===== config.mk =====
export PLATFORM = sky130hd
export DESIGN_NAME = strobe_ram_seq
export DESIGN_NICKNAME = d
export VERILOG_FILES = /design/src/rtl/seq_pkg.sv /design/src/rtl/seq_phase_timer.sv /design/src/rtl/seq_ctrl_fsm.sv /design/src/rtl/seq_strobe_dec.sv /design/src/rtl/strobe_ram_seq.sv
export SDC_FILE = /design/constraint.sdc
export NUM_CORES = 1
export LEC_CHECK = 0
export ABC_AREA = 0
export CAP_MARGIN = 20
export CORE_ASPECT_RATIO = 1.2
export CORE_MARGIN = 1
export CORE_UTILIZATION = 35
export DETAILED_ROUTE_END_ITERATION = 10
export DONT_BUFFER_PORTS = 1
export PLACE_DENSITY_LB_ADDON = 0.2
export SLEW_MARGIN = 20
export SYNTH_ARGS = -nofsm -noshare
export SYNTH_HDL_FRONTEND = slang
export SYNTH_SLANG_ARGS = --single-unit

===== constraint.sdc =====
create_clock -name clk -period 2 [get_ports clk]
set_input_delay 0.1 -clock clk [delete_from_list [all_inputs] [get_ports clk]]
set_output_delay 0.1 -clock clk [all_outputs]
set_load 0.005 [all_outputs]

===== src/rtl/seq_pkg.sv =====
package seq_pkg;
  typedef enum logic [2:0] {
    ST_IDLE,
    ST_LATCH,
    ST_WSETUP,
    ST_WACTIVE,
    ST_HOLD,
    ST_READ,
    ST_RECOVER
  } seq_state_e;

  typedef struct packed {
    logic e_n;
    logic s_n;
    logic w_n;
    logic drive;
  } strobe_t;
endpackage


===== src/rtl/seq_phase_timer.sv =====
module seq_phase_timer #(
  parameter int CW = 4
) (
  input  logic          clk,
  input  logic          rst_n,
  input  logic          load_i,
  input  logic [CW-1:0] load_val_i,
  output logic          last_o
);
  logic [CW-1:0] cnt_q, cnt_d;
  logic          cnt_en;

  assign cnt_en = load_i || (cnt_q != '0);

  always_comb begin
    if (load_i) cnt_d = load_val_i;
    else        cnt_d = cnt_q - 1'b1;
  end

  always_ff @(posedge clk or negedge rst_n) begin
    if (!rst_n)      cnt_q <= '0;
    else if (cnt_en) cnt_q <= cnt_d;
  end

  assign last_o = (cnt_q == '0);
endmodule


===== src/rtl/seq_ctrl_fsm.sv =====
module seq_ctrl_fsm
  import seq_pkg::*;
#(
  parameter int CW        = 4,
  parameter int P_LATCH   = 1,
  parameter int P_WSETUP  = 1,
  parameter int P_WACTIVE = 2,
  parameter int P_HOLD    = 1,
  parameter int P_READ    = 2,
  parameter int P_RECOVER = 2
) (
  input  logic          clk,
  input  logic          rst_n,
  input  logic          req_i,
  input  logic          is_wr_i,
  input  logic          last_i,
  output seq_state_e    state_o,
  output logic          accept_o,
  output logic          load_o,
  output logic [CW-1:0] load_val_o,
  output logic          done_o
);
  seq_state_e state_q, state_d;

  function automatic logic [CW-1:0] phase_cnt(seq_state_e st);
    int len;
    case (st)
      ST_LATCH:   len = P_LATCH;
      ST_WSETUP:  len = P_WSETUP;
      ST_WACTIVE: len = P_WACTIVE;
      ST_HOLD:    len = P_HOLD;
      ST_READ:    len = P_READ;
      ST_RECOVER: len = P_RECOVER;
      default:    len = 1;
    endcase
    return CW'(len - 1);
  endfunction

  always_comb begin
    state_d  = state_q;
    accept_o = 1'b0;
    done_o   = 1'b0;
    unique case (state_q)
      ST_IDLE: if (req_i) begin
        state_d  = ST_LATCH;
        accept_o = 1'b1;
      end
      ST_LATCH:   if (last_i) state_d = is_wr_i ? ST_WSETUP : ST_READ;
      ST_WSETUP:  if (last_i) state_d = ST_WACTIVE;
      ST_WACTIVE: if (last_i) state_d = ST_HOLD;
      ST_HOLD:    if (last_i) state_d = ST_RECOVER;
      ST_READ:    if (last_i) state_d = ST_RECOVER;
      ST_RECOVER: if (last_i) begin
        state_d = ST_IDLE;
        done_o  = 1'b1;
      end
      default:    state_d = ST_IDLE;
    endcase
  end

  assign load_o     = (state_d != state_q);
  assign load_val_o = phase_cnt(state_d);

  always_ff @(posedge clk or negedge rst_n) begin
    if (!rst_n) state_q <= ST_IDLE;
    else        state_q <= state_d;
  end

  assign state_o = state_q;
endmodule


===== src/rtl/seq_strobe_dec.sv =====
module seq_strobe_dec
  import seq_pkg::*;
(
  input  seq_state_e state_i,
  output strobe_t    strb_o
);
  always_comb begin
    strb_o = '{e_n: 1'b1, s_n: 1'b1, w_n: 1'b1, drive: 1'b0};
    unique case (state_i)
      ST_LATCH:   strb_o = '{e_n: 1'b0, s_n: 1'b1, w_n: 1'b1, drive: 1'b0};
      ST_WSETUP:  strb_o = '{e_n: 1'b0, s_n: 1'b1, w_n: 1'b0, drive: 1'b1};
      ST_WACTIVE: strb_o = '{e_n: 1'b0, s_n: 1'b0, w_n: 1'b0, drive: 1'b1};
      ST_HOLD:    strb_o = '{e_n: 1'b0, s_n: 1'b1, w_n: 1'b1, drive: 1'b1};
      ST_READ:    strb_o = '{e_n: 1'b0, s_n: 1'b0, w_n: 1'b1, drive: 1'b0};
      default:    strb_o = '{e_n: 1'b1, s_n: 1'b1, w_n: 1'b1, drive: 1'b0};
    endcase
  end
endmodule


===== src/rtl/strobe_ram_seq.sv =====
module strobe_ram_seq
  import seq_pkg::*;
#(
  parameter int AW        = 8,
  parameter int DW        = 4,
  parameter int P_LATCH   = 1,
  parameter int P_WSETUP  = 1,
  parameter int P_WACTIVE = 2,
  parameter int P_HOLD    = 1,
  parameter int P_READ    = 2,
  parameter int P_RECOVER = 2
) (
  input  logic          clk,
  input  logic          rst_n,
  input  logic          req_i,
  input  logic          wr_i,
  input  logic [AW-1:0] addr_i,
  input  logic [DW-1:0] wdata_i,
  output logic          busy_o,
  output logic          done_o,
  output logic [DW-1:0] rdata_o,
  output logic [AW-1:0] ram_addr_o,
  output logic          ram_e_n_o,
  output logic          ram_s1_n_o,
  output logic          ram_s2_n_o,
  output logic          ram_w_n_o,
  output logic          bus_drive_o,
  output logic [DW-1:0] bus_wdata_o,
  input  logic [DW-1:0] bus_rdata_i
);
  function automatic int max_len();
    int m = P_LATCH;
    if (P_WSETUP  > m) m = P_WSETUP;
    if (P_WACTIVE > m) m = P_WACTIVE;
    if (P_HOLD    > m) m = P_HOLD;
    if (P_READ    > m) m = P_READ;
    if (P_RECOVER > m) m = P_RECOVER;
    return m;
  endfunction

  localparam int MAXLEN = max_len();
  localparam int CW     = (MAXLEN > 1) ? $clog2(MAXLEN) : 1;

  seq_state_e    state;
  strobe_t       strb;
  logic          accept, load, last, cap_en;
  logic [CW-1:0] load_val;
  logic [AW-1:0] addr_q;
  logic [DW-1:0] wdata_q, rdata_q;
  logic          wr_q;

  seq_phase_timer #(.CW(CW)) u_timer (
    .clk(clk), .rst_n(rst_n), .load_i(load), .load_val_i(load_val), .last_o(last)
  );

  seq_ctrl_fsm #(
    .CW(CW), .P_LATCH(P_LATCH), .P_WSETUP(P_WSETUP), .P_WACTIVE(P_WACTIVE),
    .P_HOLD(P_HOLD), .P_READ(P_READ), .P_RECOVER(P_RECOVER)
  ) u_fsm (
    .clk(clk), .rst_n(rst_n), .req_i(req_i), .is_wr_i(wr_q), .last_i(last),
    .state_o(state), .accept_o(accept), .load_o(load), .load_val_o(load_val),
    .done_o(done_o)
  );

  seq_strobe_dec u_dec (.state_i(state), .strb_o(strb));

  always_ff @(posedge clk or negedge rst_n) begin
    if (!rst_n) begin
      addr_q  <= '0;
      wdata_q <= '0;
      wr_q    <= 1'b0;
    end else if (accept) begin
      addr_q  <= addr_i;
      wdata_q <= wdata_i;
      wr_q    <= wr_i;
    end
  end

  assign cap_en = (state == ST_READ) && last;

  always_ff @(posedge clk or negedge rst_n) begin
    if (!rst_n)      rdata_q <= '0;
    else if (cap_en) rdata_q <= bus_rdata_i;
  end

  assign busy_o      = (state != ST_IDLE);
  assign rdata_o     = rdata_q;
  assign ram_addr_o  = addr_q;
  assign ram_e_n_o   = strb.e_n;
  assign ram_s1_n_o  = strb.s_n;
  assign ram_s2_n_o  = strb.s_n;
  assign ram_w_n_o   = strb.w_n;
  assign bus_drive_o = strb.drive;
  assign bus_wdata_o = wdata_q;

  // controller drive and RAM output enable never overlap
  assert_no_conflict_R5: assert property (@(posedge clk) disable iff (!rst_n)
    !(bus_drive_o && !ram_e_n_o && !ram_s1_n_o && !ram_s2_n_o && ram_w_n_o));

  // selects may fall during a write only after W was already low
  assert_w_before_sel_R3: assert property (@(posedge clk) disable iff (!rst_n)
    ($fell(ram_s1_n_o) && !ram_w_n_o) |-> $past(!ram_w_n_o));

  // drive continues past the terminating edge
  assert_hold_after_rise_R4: assert property (@(posedge clk) disable iff (!rst_n)
    $rose(ram_w_n_o) |-> bus_drive_o);

  // done lasts one cycle and the block is idle afterwards
  assert_done_single_R7: assert property (@(posedge clk) disable iff (!rst_n)
    done_o |=> (!done_o && !busy_o));

  // address held steady for the whole access
  assert_addr_stable_R8: assert property (@(posedge clk) disable iff (!rst_n)
    (busy_o && $past(busy_o)) |-> $stable(ram_addr_o));

  // selects only while the enable strobe is low
  assert_sel_inside_e_R2: assert property (@(posedge clk) disable iff (!rst_n)
    !ram_s1_n_o |-> !ram_e_n_o);
endmodule


==> reports/results.ini, run 1 <==
[setup_path]
reg2reg_to = bus_wdata_o[1]
cp-end-kind = flop
worst-setup-path-type = reg -> reg
crit_required_ns = 2.18
crit_path_start_kind = flop
slowest_stage = dfrtp_1
path_buf_inv = 1
ff2ff_setup_slack_ns = 0.39
cp_top_family = flip-flops
worstRegToRegCells = 4
cp.arrival_ns = 1.79
crit_chain = or2_4 -> nor2b_4 -> buf_4 -> mux2_2
rr_startpoint = u_fsm.state_o[2]
cp_max_fo = 13
cpPeakStageDelay_ns = 0.49

[cells_and_area]
seq_area_um2 = 526
area_growth_pct = 20.8
layout.cells.most_common = dfrtp_1
n_antenna_cell = 0
final_cell_mix = dfrtp_1, dlygate4sd3_1, mux2_4
final_cell_area_um2 = 1200
layout-drive-gt1-share_pct = 26.1
fillers = 259
final_core_util_pct = 46.1
fin_cells = 125
multiInputGateArea_um2 = 412
nets = 113

[timing]
fin_crit_sh_pct = 80.3
clock_skew_ns = 0.00747
tightest_slew_ns = 0.931
fin_setup_tns_ns = 0
rsz0062_at_grt = no
setup_viol = 0
relSlewSlack_pct = 37.7
period_minus_slack_ns = 1.61
fmax_ghz = 0.623
hold_viol_final = 0
slew_violations = 0

[clock_network]
root_buffer = clkbuf_4
clock-sinks = 21
cts-htree-levels = 1
clock_latency_ns = 0.29
cts_setup_buffers = 0
cts_buffers = 3
clk_pin_slew_ns = 0.11
tritoncts = yes
clock_path_buffers = 2

[synth]
syn_area_per_cell_um2 = 13.4
ys_seq_elements = 21
synth_nets = 94
yosysWarningCount = 0
synthCells = 74
netlist_area_um2 = 993
synth_cell_type_count = 25
yosysSeqAreaShare_pct = 52.9

[min_path]
hold_class = in -> reg
hp-start = req_i
min_to = u_fsm.state_o[0]
hold-path-cell-count = 3

[die]
die_w_um = 50.6
die_area_um2 = 3060
ios = 43
rows = 20
start_util_pct = 38.2
die_h_um = 60.4
core-area_um2 = 2600

[pwr]
power.leakage_nw = 0.519
worst_ir_drop_vdd_mv = 0.705
p_per_area_nw_per_um2 = 1450
finalPower_w = 0.00174

[grt]
antenna_found_initial = 0
overflow = 0
grt_max_degree = 22
grt_pass1_vias = 612
grt_pass1_wl_um = 2790
grt_usage_pct = 12.7

[route]
wirelength_um = 1720
drt-wirelength-per-cell_um = 13.8
drc_errors = 0
drt_iter0_markers = 3
drt_pass1_iterations = 2
avgViaCountPerCell = 4.78
drt.antenna.violating_nets = 0
vias = 598

[place]
port_buffers = 0
dp.cells = 103
hpwl_um = 1130
gp_congestion = 0.782
placed_cell_area_um2 = 993

[status]
outcome = complete, no violations

[flow_run]
drv_cap = 0

worst reg2reg max path, delay by kind of cell (launching register included):
family                 cells  cell delay [ns]
flip-flops                 1             0.49
AND/OR/NAND/NOR            2             0.40
multiplexers               1             0.36
buffers and inverters      1             0.24
through the flow:
| step | hold WS [ns] | setup slack, ns |
|---|---|---|
| 3_5_place_dp | -0.195 | 0.401 |
| 5_1_grt | 0.240 | 0.325 |
| 4_1_cts | 0.225 | 0.384 |
| 6_report | 0.230 | 0.395 |
| 3_3_place_gp | -0.195 | 0.413 |
| 2_1_floorplan | -0.196 | 0.532 |
synth_stat cells:
| master | count | area, um2 |
|---|---|---|
| buf_12 | 1 | 20.0 |
| xor2_1 | 1 | 8.76 |
| o22a_1 | 1 | 8.76 |
| or2_4 | 1 | 8.76 |
| nand3_1 | 1 | 5.00 |
| nor3_1 | 1 | 5.00 |
| mux2_2 | 7 | 78.8 |
| nand2b_1 | 1 | 6.26 |
| mux2_4 | 10 | 150 |
| o32ai_1 | 1 | 8.76 |
| buf_2 | 2 | 10.0 |
| nor2b_4 | 1 | 13.8 |
| nor2_1 | 2 | 7.51 |
| dfrtp_1 | 21 | 526 |
| o21ai_0 | 3 | 15.0 |
| a21oi_1 | 3 | 15.0 |
| buf_4 | 1 | 7.51 |
| inv_1 | 2 | 7.51 |
| a221oi_1 | 1 | 8.76 |
| buf_6 | 1 | 11.3 |
| nor2b_1 | 3 | 18.8 |
| or2b_1 | 2 | 15.0 |
| nor3_2 | 1 | 10.0 |
| or3_1 | 2 | 12.5 |
| nand2_1 | 4 | 15.0 |
state kept, by name, summed over array words and instances, names as in the netlist:
register,cells
ram_addr_o,8
bus_wdata_o,4
u_timer.cnt_q,1
rdata_o,4
wr_q,1
u_fsm.state_o,3
power by group:
group	leakage, nW	switching (W)	internal, W	total, W
clock network	0.0150	0.000118	0.0000775	0.000196
logic	0.253	0.000246	0.000409	0.000655
registers	0.251	0.000241	0.000643	0.000885
total	0.519	0.000606	0.00113	0.00174
logic make-up after synthesis:
| group | after synthesis | share of synthesized area [%] |
|---|---|---|
| buf+inv | 7 | 5.67 |
| compound gates | 9 | 5.67 |
| xor+xnor | 1 | 0.882 |
| mux | 17 | 23.0 |
| simple gates | 19 | 11.8 |
| flops | 21 | 52.9 |
repair_timing:
item | CTS | global route
hold endpoints to repair | 38 | 0
hold buffers | 18 | 0
endpoints found under the setup margin | 0 | 0
gates resized for setup | 0 | 0
final cells by class:
type | count | area share, %
Tap cell | 33 | 3.44
Timing Repair Buffer | 19 | 15.6
Clock buffer | 4 | 2.19
Sequential cell | 21 | 43.8
Multi-Input combinational cell | 46 | 34.3
Inverter | 2 | 0.626
worst max-delay path by stage:
stage                                start              to  cells after the start
after floorplan           u_fsm.state_o[2]  bus_wdata_o[3]                      5
after global placement    u_fsm.state_o[1]  bus_wdata_o[1]                      4
after detailed placement  u_fsm.state_o[1]  bus_wdata_o[1]                      4
after CTS                 u_fsm.state_o[1]  bus_wdata_o[1]                      4
after global routing      u_fsm.state_o[1]  bus_wdata_o[0]                      4
final                     u_fsm.state_o[2]  bus_wdata_o[1]                      4
layer usage:
layer / up-vias / track usage (%) / share of wire [%]
met5: - / 0 / 0
met4: 0 / 7.14 / 0.76
met3: 2 / 4.01 / 6.6
met2: 25 / 19.8 / 48
met1: 282 / 15.7 / 44
li1: 289 / - / -
Power figures use the tool's default switching activity.
==> run 2: changes to the inputs <==
==> constraint.sdc (replaced) <==
create_clock -name clk -period 1.7 [get_ports clk]
set_input_delay 0.085 -clock clk [delete_from_list [all_inputs] [get_ports clk]]
set_output_delay 0.085 -clock clk [all_outputs]
set_load 0.005 [all_outputs]
==> run 2 against run 1 <==
  * Cell count increased by 1.6%
  * Utilization increased by 1.1 points
  * Sequential power increased by 12%
  * First-iteration DRC count increased to 6.0 times the previous value
  * Global-route usage increased by 0.13 points
  * Via count increased by 1.5%
  * Count of clock-buffer cells in the layout decreased by 1
  * Non-clock buffer count increased by 2
  * Largest power group unchanged
  * Highest routed layer unchanged
==> reports/results.ini, run 2 (same netlist as run 1, synthesis figures left out) <==
[status]
outcome = complete, no violations  ; unchanged

[min_path]
hold_class = in -> reg  ; unchanged

[setup_path]
worst-setup-path-type = reg -> reg  ; unchanged
cp_max_fo = 10  ; was 13
worstRegToRegCells = 4  ; unchanged
cp-end-kind = flop  ; unchanged
crit_path_start_kind = flop  ; unchanged
crit_path_end = ram_addr_o[0]  ; was bus_wdata_o[1]
ff2ff_setup_slack_ns = 0.16  ; was 0.39 ns
cp.arrival_ns = 1.73  ; was 1.79 ns
crit_required_ns = 1.89  ; was 2.18 ns
startpoint = u_fsm.state_o[0]  ; was u_fsm.state_o[2]
rr_startpoint = u_fsm.state_o[0]  ; was u_fsm.state_o[2]
reg2reg_to = ram_addr_o[0]  ; was bus_wdata_o[1]

[timing]
fmax_ghz = 0.650  ; was 0.623 GHz
clock_skew_ns = 0.00492  ; was 0.00747 ns
tightest_slew_ns = 0.901  ; was 0.931 ns
fin_setup_tns_ns = 0  ; unchanged
relSlewSlack_pct = 39.8  ; was 37.7%
rsz0062_at_grt = no  ; unchanged
finalWorstSetupSlack_ns = 0.161  ; was 0.395 ns
slew_violations = 0  ; unchanged
hold_viol_final = 0  ; unchanged
setup_viol = 0  ; unchanged
fin_crit_sh_pct = 90.5  ; was 80.3%
period_minus_slack_ns = 1.54  ; was 1.61 ns

[cells_and_area]
layout.cells.most_common = dfrtp_1  ; unchanged
area_growth_pct = 23.7  ; was 20.8%
n_antenna_cell = 0  ; unchanged
final_cell_mix = dfrtp_1, dlygate4sd3_1, mux2_4  ; unchanged
fillers = 253  ; was 259
final_cell_area_um2 = 1230  ; was 1200 um2
layout-drive-gt1-share_pct = 28.7  ; was 26.1%
nets = 115  ; was 113
largest_reg_flops = 8  ; unchanged

[clock_network]
clock-sinks = 21  ; unchanged
cts-htree-levels = 1  ; unchanged
clk_pin_slew_ns = 0.12  ; was 0.11 ns
tritoncts = yes  ; unchanged
root_buffer = clkbuf_4  ; unchanged
cts_setup_buffers = 0  ; unchanged
post_cts_resized = 0  ; unchanged
clock_path_buffers = 2  ; unchanged
cts_buffers = 3  ; unchanged
clock_latency_ns = 0.30  ; was 0.29 ns

[place]
port_buffers = 0  ; unchanged
pre_cts_ws_ns = 0.175  ; was 0.401 ns
hpwl_um = 1160  ; was 1130 um
gp_congestion = 0.809  ; was 0.782
placed_cell_area_um2 = 1020  ; was 993 um2

[pwr]
pwr-share-seq_pct = 47.3  ; was 51.0%
p_int_w = 0.00137  ; was 0.00113 W
p_per_area_nw_per_um2 = 1710  ; was 1450 nW/um2
sw_frac_of_total_pct = 34.7  ; was 34.9%
power.leakage_nw = 0.535  ; was 0.519 nW
p_sw_w = 0.000729  ; was 0.000606 W
worst_ir_drop_vdd_mv = 0.785  ; was 0.705 mV
p_comb_share_pct = 41.6  ; was 37.7%
clock_power_share_pct = 11.1  ; was 11.3%

[grt]
grt_pass1_wl_um = 2880  ; was 2790 um
grt_usage_pct = 12.8  ; was 12.7%
grt_pass1_vias = 659  ; was 612
overflow = 0  ; unchanged
grt_max_degree = 22  ; unchanged
antenna_found_initial = 0  ; unchanged

[die]
die_area_um2 = 3060  ; unchanged
start_util_pct = 38.2  ; unchanged
core-area_um2 = 2600  ; unchanged
ios = 43  ; unchanged
die_h_um = 60.4  ; unchanged
die_w_um = 50.6  ; unchanged
rows = 20  ; unchanged

[route]
drt_iter0_markers = 18  ; was 3
vias = 607  ; was 598
avgViaCountPerCell = 4.78  ; about the same
drt-wirelength-per-cell_um = 13.5  ; was 13.8 um
drc_errors = 0  ; unchanged
drt_pass1_iterations = 4  ; was 2
wirelength_um = 1720  ; about the same
drt.antenna.violating_nets = 0  ; unchanged

[flow_run]
drv_cap = 0  ; unchanged

-- run 2: cell types whose count changed in the layout (fill, tap and decap cells not counted), sizes merged --
cell    delta
clkinv     +1
buf        +2
clkbuf     -1
-- run 2: cell type report --
type                       instances  area (um2)  share of cell area [%]
sequential                        21         526                    42.8
multi-input combinational         46         412                    33.5
timing repair buffer              21         215                    17.5
tap                               33        41.3                    3.36
clock buffer                       3        22.5                    1.83
inverter                           2        7.51                   0.611
clock inverter                     1        5.00                   0.407
-- run 2: what timing repair did --
action                                  4_1_cts  5_1_grt
hold endpoints to repair                     38        0
endpoints found under the setup margin        0        0
hold buffers                                 18        0
-- run 2: per-stage QoR --
stage | utilization, % | cells | hold WS (ns) | power [W]
final | 47.2 | 127 | 0.224 | 0.00210
after global routing | 47.2 | 127 | 0.256 | 0.00227
after CTS | 47.2 | 127 | 0.231 | 0.00213
after detailed placement | 39.2 | 105 | -0.210 | 0.00184
after global placement | 39.2 | 105 | -0.210 | 0.00183
after floorplan | - | 74 | -0.211 | 0.00172
-- run 2: power groups by stage --
stage	Clock (W)	Sequential (W)	Combinational, W
2_1_floorplan	0	0.000918	0.000805
3_3_place_gp	0	0.00100	0.000828
3_5_place_dp	0	0.00100	0.000844
4_1_cts	0.000246	0.000997	0.000883
5_1_grt	0.000267	0.00104	0.000963
6_report	0.000233	0.000995	0.000873
-- run 2: routing by layer --
metal | GRT usage [%] | share of wire (%) | vias up
met5 | 0 | 0 | -
met4 | 7.14 | 0.82 | 0
met3 | 2.76 | 6.7 | 2
met2 | 21.7 | 51 | 23
met1 | 15.2 | 41 | 290
li1 | - | - | 292
-- run 2: how the worst min path moves through the flow --
stage,slack (ns),to,startpoint,cells after the start
final,0.22,u_fsm.state_o[0],req_i,3
after global routing,0.26,u_fsm.state_o[0],req_i,3
after CTS,0.23,u_fsm.state_o[0],req_i,3
after detailed placement,-0.21,bus_wdata_o[2],rst_n,0
after global placement,-0.21,bus_wdata_o[2],rst_n,0
after floorplan,-0.21,bus_wdata_o[0],rst_n,0
-- run 2: critical path, cell delays in order, from the launching register on --
cell and delay [ns]:
dfrtp_1 0.49, or2_4 0.28, nor2b_4 0.19, buf_12 0.17, mux2_4 0.30
==> run 3: changes to the inputs <==
--- a/config.mk
+++ b/config.mk
@@ -10,6 +10,7 @@
 export CORE_ASPECT_RATIO = 1.2
 export CORE_MARGIN = 1
 export CORE_UTILIZATION = 35
+export CTS_BUF_LIST = sky130_fd_sc_hd__clkbuf_16
 export DETAILED_ROUTE_END_ITERATION = 10
 export DONT_BUFFER_PORTS = 1
 export PLACE_DENSITY_LB_ADDON = 0.2
==> constraint.sdc (replaced) <==
create_clock -name clk -period 1.9 [get_ports clk]
set_input_delay 0.095 -clock clk [delete_from_list [all_inputs] [get_ports clk]]
set_output_delay 0.095 -clock clk [all_outputs]
set_load 0.005 [all_outputs]
==> run 3 against run 2 <==
  * Sequential power down 6.0%
  * Combinational power down 19%
  * Critical path depth unchanged
  * Clock power up 84%
  * First-iteration DRC count down 39%
  * Power down 1.6%
  * Sequential share of layout area down 1.2 points
  * Largest cell class unchanged
  * Hold slack better by 0.075 ns
  * Clock skew down 0.0024 ns
  * Setup slack better by 0.21 ns
  * Die area unchanged
  * Count of clock-buffer cells in the layout unchanged
==> reports/results.ini, run 3 (same netlist as run 1, synthesis figures left out) <==
[timing]
setup_viol = 0  ; unchanged
relSlewSlack_pct = 38.1  ; was 39.8%
fmax_ghz = 0.654  ; was 0.650 GHz
slew_violations = 0  ; unchanged
hold_viol_final = 0  ; unchanged
hold-worst-slack_ns = 0.299  ; was 0.224 ns
clock_skew_ns = 0.00247  ; was 0.00492 ns
period_minus_slack_ns = 1.53  ; was 1.54 ns
fin_setup_tns_ns = 0  ; unchanged
tightest_slew_ns = 0.925  ; was 0.901 ns
fin_crit_sh_pct = 80.5  ; was 90.5%
rsz0062_at_grt = no  ; unchanged

[pwr]
sw_frac_of_total_pct = 32.0  ; was 34.7%
p_comb_share_pct = 34.0  ; was 41.6%
pwr-share-seq_pct = 45.2  ; was 47.3%
p_int_w = 0.00141  ; was 0.00137 W
worst_ir_drop_vdd_mv = 0.889  ; was 0.785 mV
power.leakage_nw = 0.550  ; was 0.535 nW
clock_power_share_pct = 20.7  ; was 11.1%
finalPower_w = 0.00207  ; was 0.00210 W
p_per_area_nw_per_um2 = 1630  ; was 1710 nW/um2
p_sw_w = 0.000663  ; was 0.000729 W

[grt]
grt_max_degree = 22  ; unchanged
met2_usage_pct = 21.9  ; was 21.7%
met3_usage_pct = 3.01  ; was 2.76%
use_met1_pct = 14.5  ; was 15.2%
antenna_found_initial = 0  ; unchanged
overflow = 0  ; unchanged
grt_usage_pct = 12.5  ; was 12.8%
grt_busiest_layer = met2  ; unchanged
grt_pass1_wl_um = 2840  ; was 2880 um
grt_pass1_vias = 673  ; was 659

[flow_run]
drv_cap = 0  ; unchanged

[status]
outcome = complete, no violations  ; unchanged

[clock_network]
cts_buffers = 3  ; unchanged
clk_pin_slew_ns = 0.05  ; was 0.12 ns
root_buffer = clkbuf_16  ; was clkbuf_4
post_cts_resized = 0  ; unchanged
cts-htree-levels = 1  ; unchanged
cts_setup_buffers = 0  ; unchanged
tritoncts = yes  ; unchanged
clock-sinks = 21  ; unchanged
clock_latency_ns = 0.25  ; was 0.30 ns
clock_path_buffers = 2  ; unchanged

[die]
die_area_um2 = 3060  ; unchanged
die_h_um = 60.4  ; unchanged
start_util_pct = 38.2  ; unchanged
ios = 43  ; unchanged
core-area_um2 = 2600  ; unchanged
die_w_um = 50.6  ; unchanged
rows = 20  ; unchanged

[route]
drt-wirelength-per-cell_um = 13.9  ; was 13.5 um
avgViaCountPerCell = 4.92  ; was 4.78
vias = 615  ; was 607
drt.antenna.violating_nets = 0  ; unchanged
drt_pass1_iterations = 3  ; was 4
drc_errors = 0  ; unchanged
drt_iter0_markers = 11  ; was 18
wirelength_um = 1740  ; was 1720 um

[setup_path]
cpPeakStageDelay_ns = 0.51  ; was 0.49 ns
crit_required_ns = 2.03  ; was 1.89 ns
worst-setup-path-type = reg -> reg  ; unchanged
cp-end-kind = flop  ; unchanged
worstRegToRegCells = 4  ; unchanged
cp.arrival_ns = 1.66  ; was 1.73 ns
crit_chain = nor2b_1 -> nor2b_4 -> buf_12 -> mux2_2  ; was or2_4 -> nor2b_4 -> buf_12 -> mux2_4
ff2ff_setup_slack_ns = 0.37  ; was 0.16 ns
slowest_stage = dfrtp_1  ; unchanged
cp_max_fo = 13  ; was 10
crit_path_start_kind = flop  ; unchanged

[min_path]
hold_class = in -> reg  ; unchanged
hold-path-cell-count = 3  ; unchanged

[cells_and_area]
largest_reg_flops = 8  ; unchanged
n_antenna_cell = 0  ; unchanged
layout-drive-gt1-share_pct = 26.1  ; was 28.7%
final_cell_mix = dfrtp_1, dlygate4sd3_1, mux2_4  ; unchanged
area_growth_pct = 27.3  ; was 23.7%
layout.cells.most_common = dfrtp_1  ; unchanged
nets = 113  ; was 115

[place]
hpwl_um = 1140  ; was 1160 um
gp_congestion = 0.777  ; was 0.809
port_buffers = 0  ; unchanged

[run 3: cell types whose count changed in the layout (fill, tap and decap cells not counted), sizes merged]
cell | previous run | this run
buf | 3 | 1
clkinv | 1 | 0
inv | 2 | 3
[run 3: power groups by stage]
stage / clock [W] / combinational [W] / sequential, W
finish: 0.000429 / 0.000704 / 0.000935
global route: 0.000463 / 0.000773 / 0.000979
CTS: 0.000443 / 0.000710 / 0.000938
detailed placement: 0 / 0.000675 / 0.000940
global placement: 0 / 0.000663 / 0.000942
floorplan: 0 / 0.000721 / 0.000822
[run 3: repair_timing]
item	CTS	global route
setup endpoints to repair	0	0
hold endpoints to repair	38	0
hold buffers	18	0
[run 3: worst paths after layout]
check	startpoint	endpoint
setup / recovery	u_fsm.state_o[1]	bus_wdata_o[1]
setup reg to reg	u_fsm.state_o[1]	bus_wdata_o[1]
max in group asynchronous	rst_n	rdata_o[0]
hold reg to reg	rdata_o[1]	rdata_o[1]
min in group asynchronous	rst_n	bus_wdata_o[2]
hold / removal	req_i	u_fsm.state_o[0]
[run 3: layout make-up]
type                       instances  area, um2
timing repair buffer              19        200
sequential                        21        526
clock inverter                     1       3.75
inverter                           2       7.51
multi-input combinational         46        412
fill                             251       1340
tap                               33       41.3
clock buffer                       3       75.1
[run 3: worst max-delay path: cells and delay by family (launching register included)]
| family | cells | cell delay (ns) |
|---|---|---|
| AND/OR/NAND/NOR | 2 | 0.41 |
| multiplexers | 1 | 0.34 |
| buffers and inverters | 1 | 0.16 |
| flip-flops | 1 | 0.51 |
[run 3: layer usage]
metal / wire length (um) / vias to the layer above
li1: - / 291
met1: 703 / 293
met2: 888 / 27
met3: 117 / 4
met4: 32 / 0
met5: 0 / -
[run 3: through the flow]
stage / util (%) / area, um2 / cells / setup WS, ns
after global placement: 38.7 / 1010 / 103 / 0.384
after detailed placement: 38.7 / 1010 / 103 / 0.374
final: 48.6 / 1260 / 125 / 0.370
after CTS: 48.6 / 1260 / 125 / 0.368
after floorplan: - / 993 / 74 / 0.432
after global routing: 48.6 / 1260 / 125 / 0.288
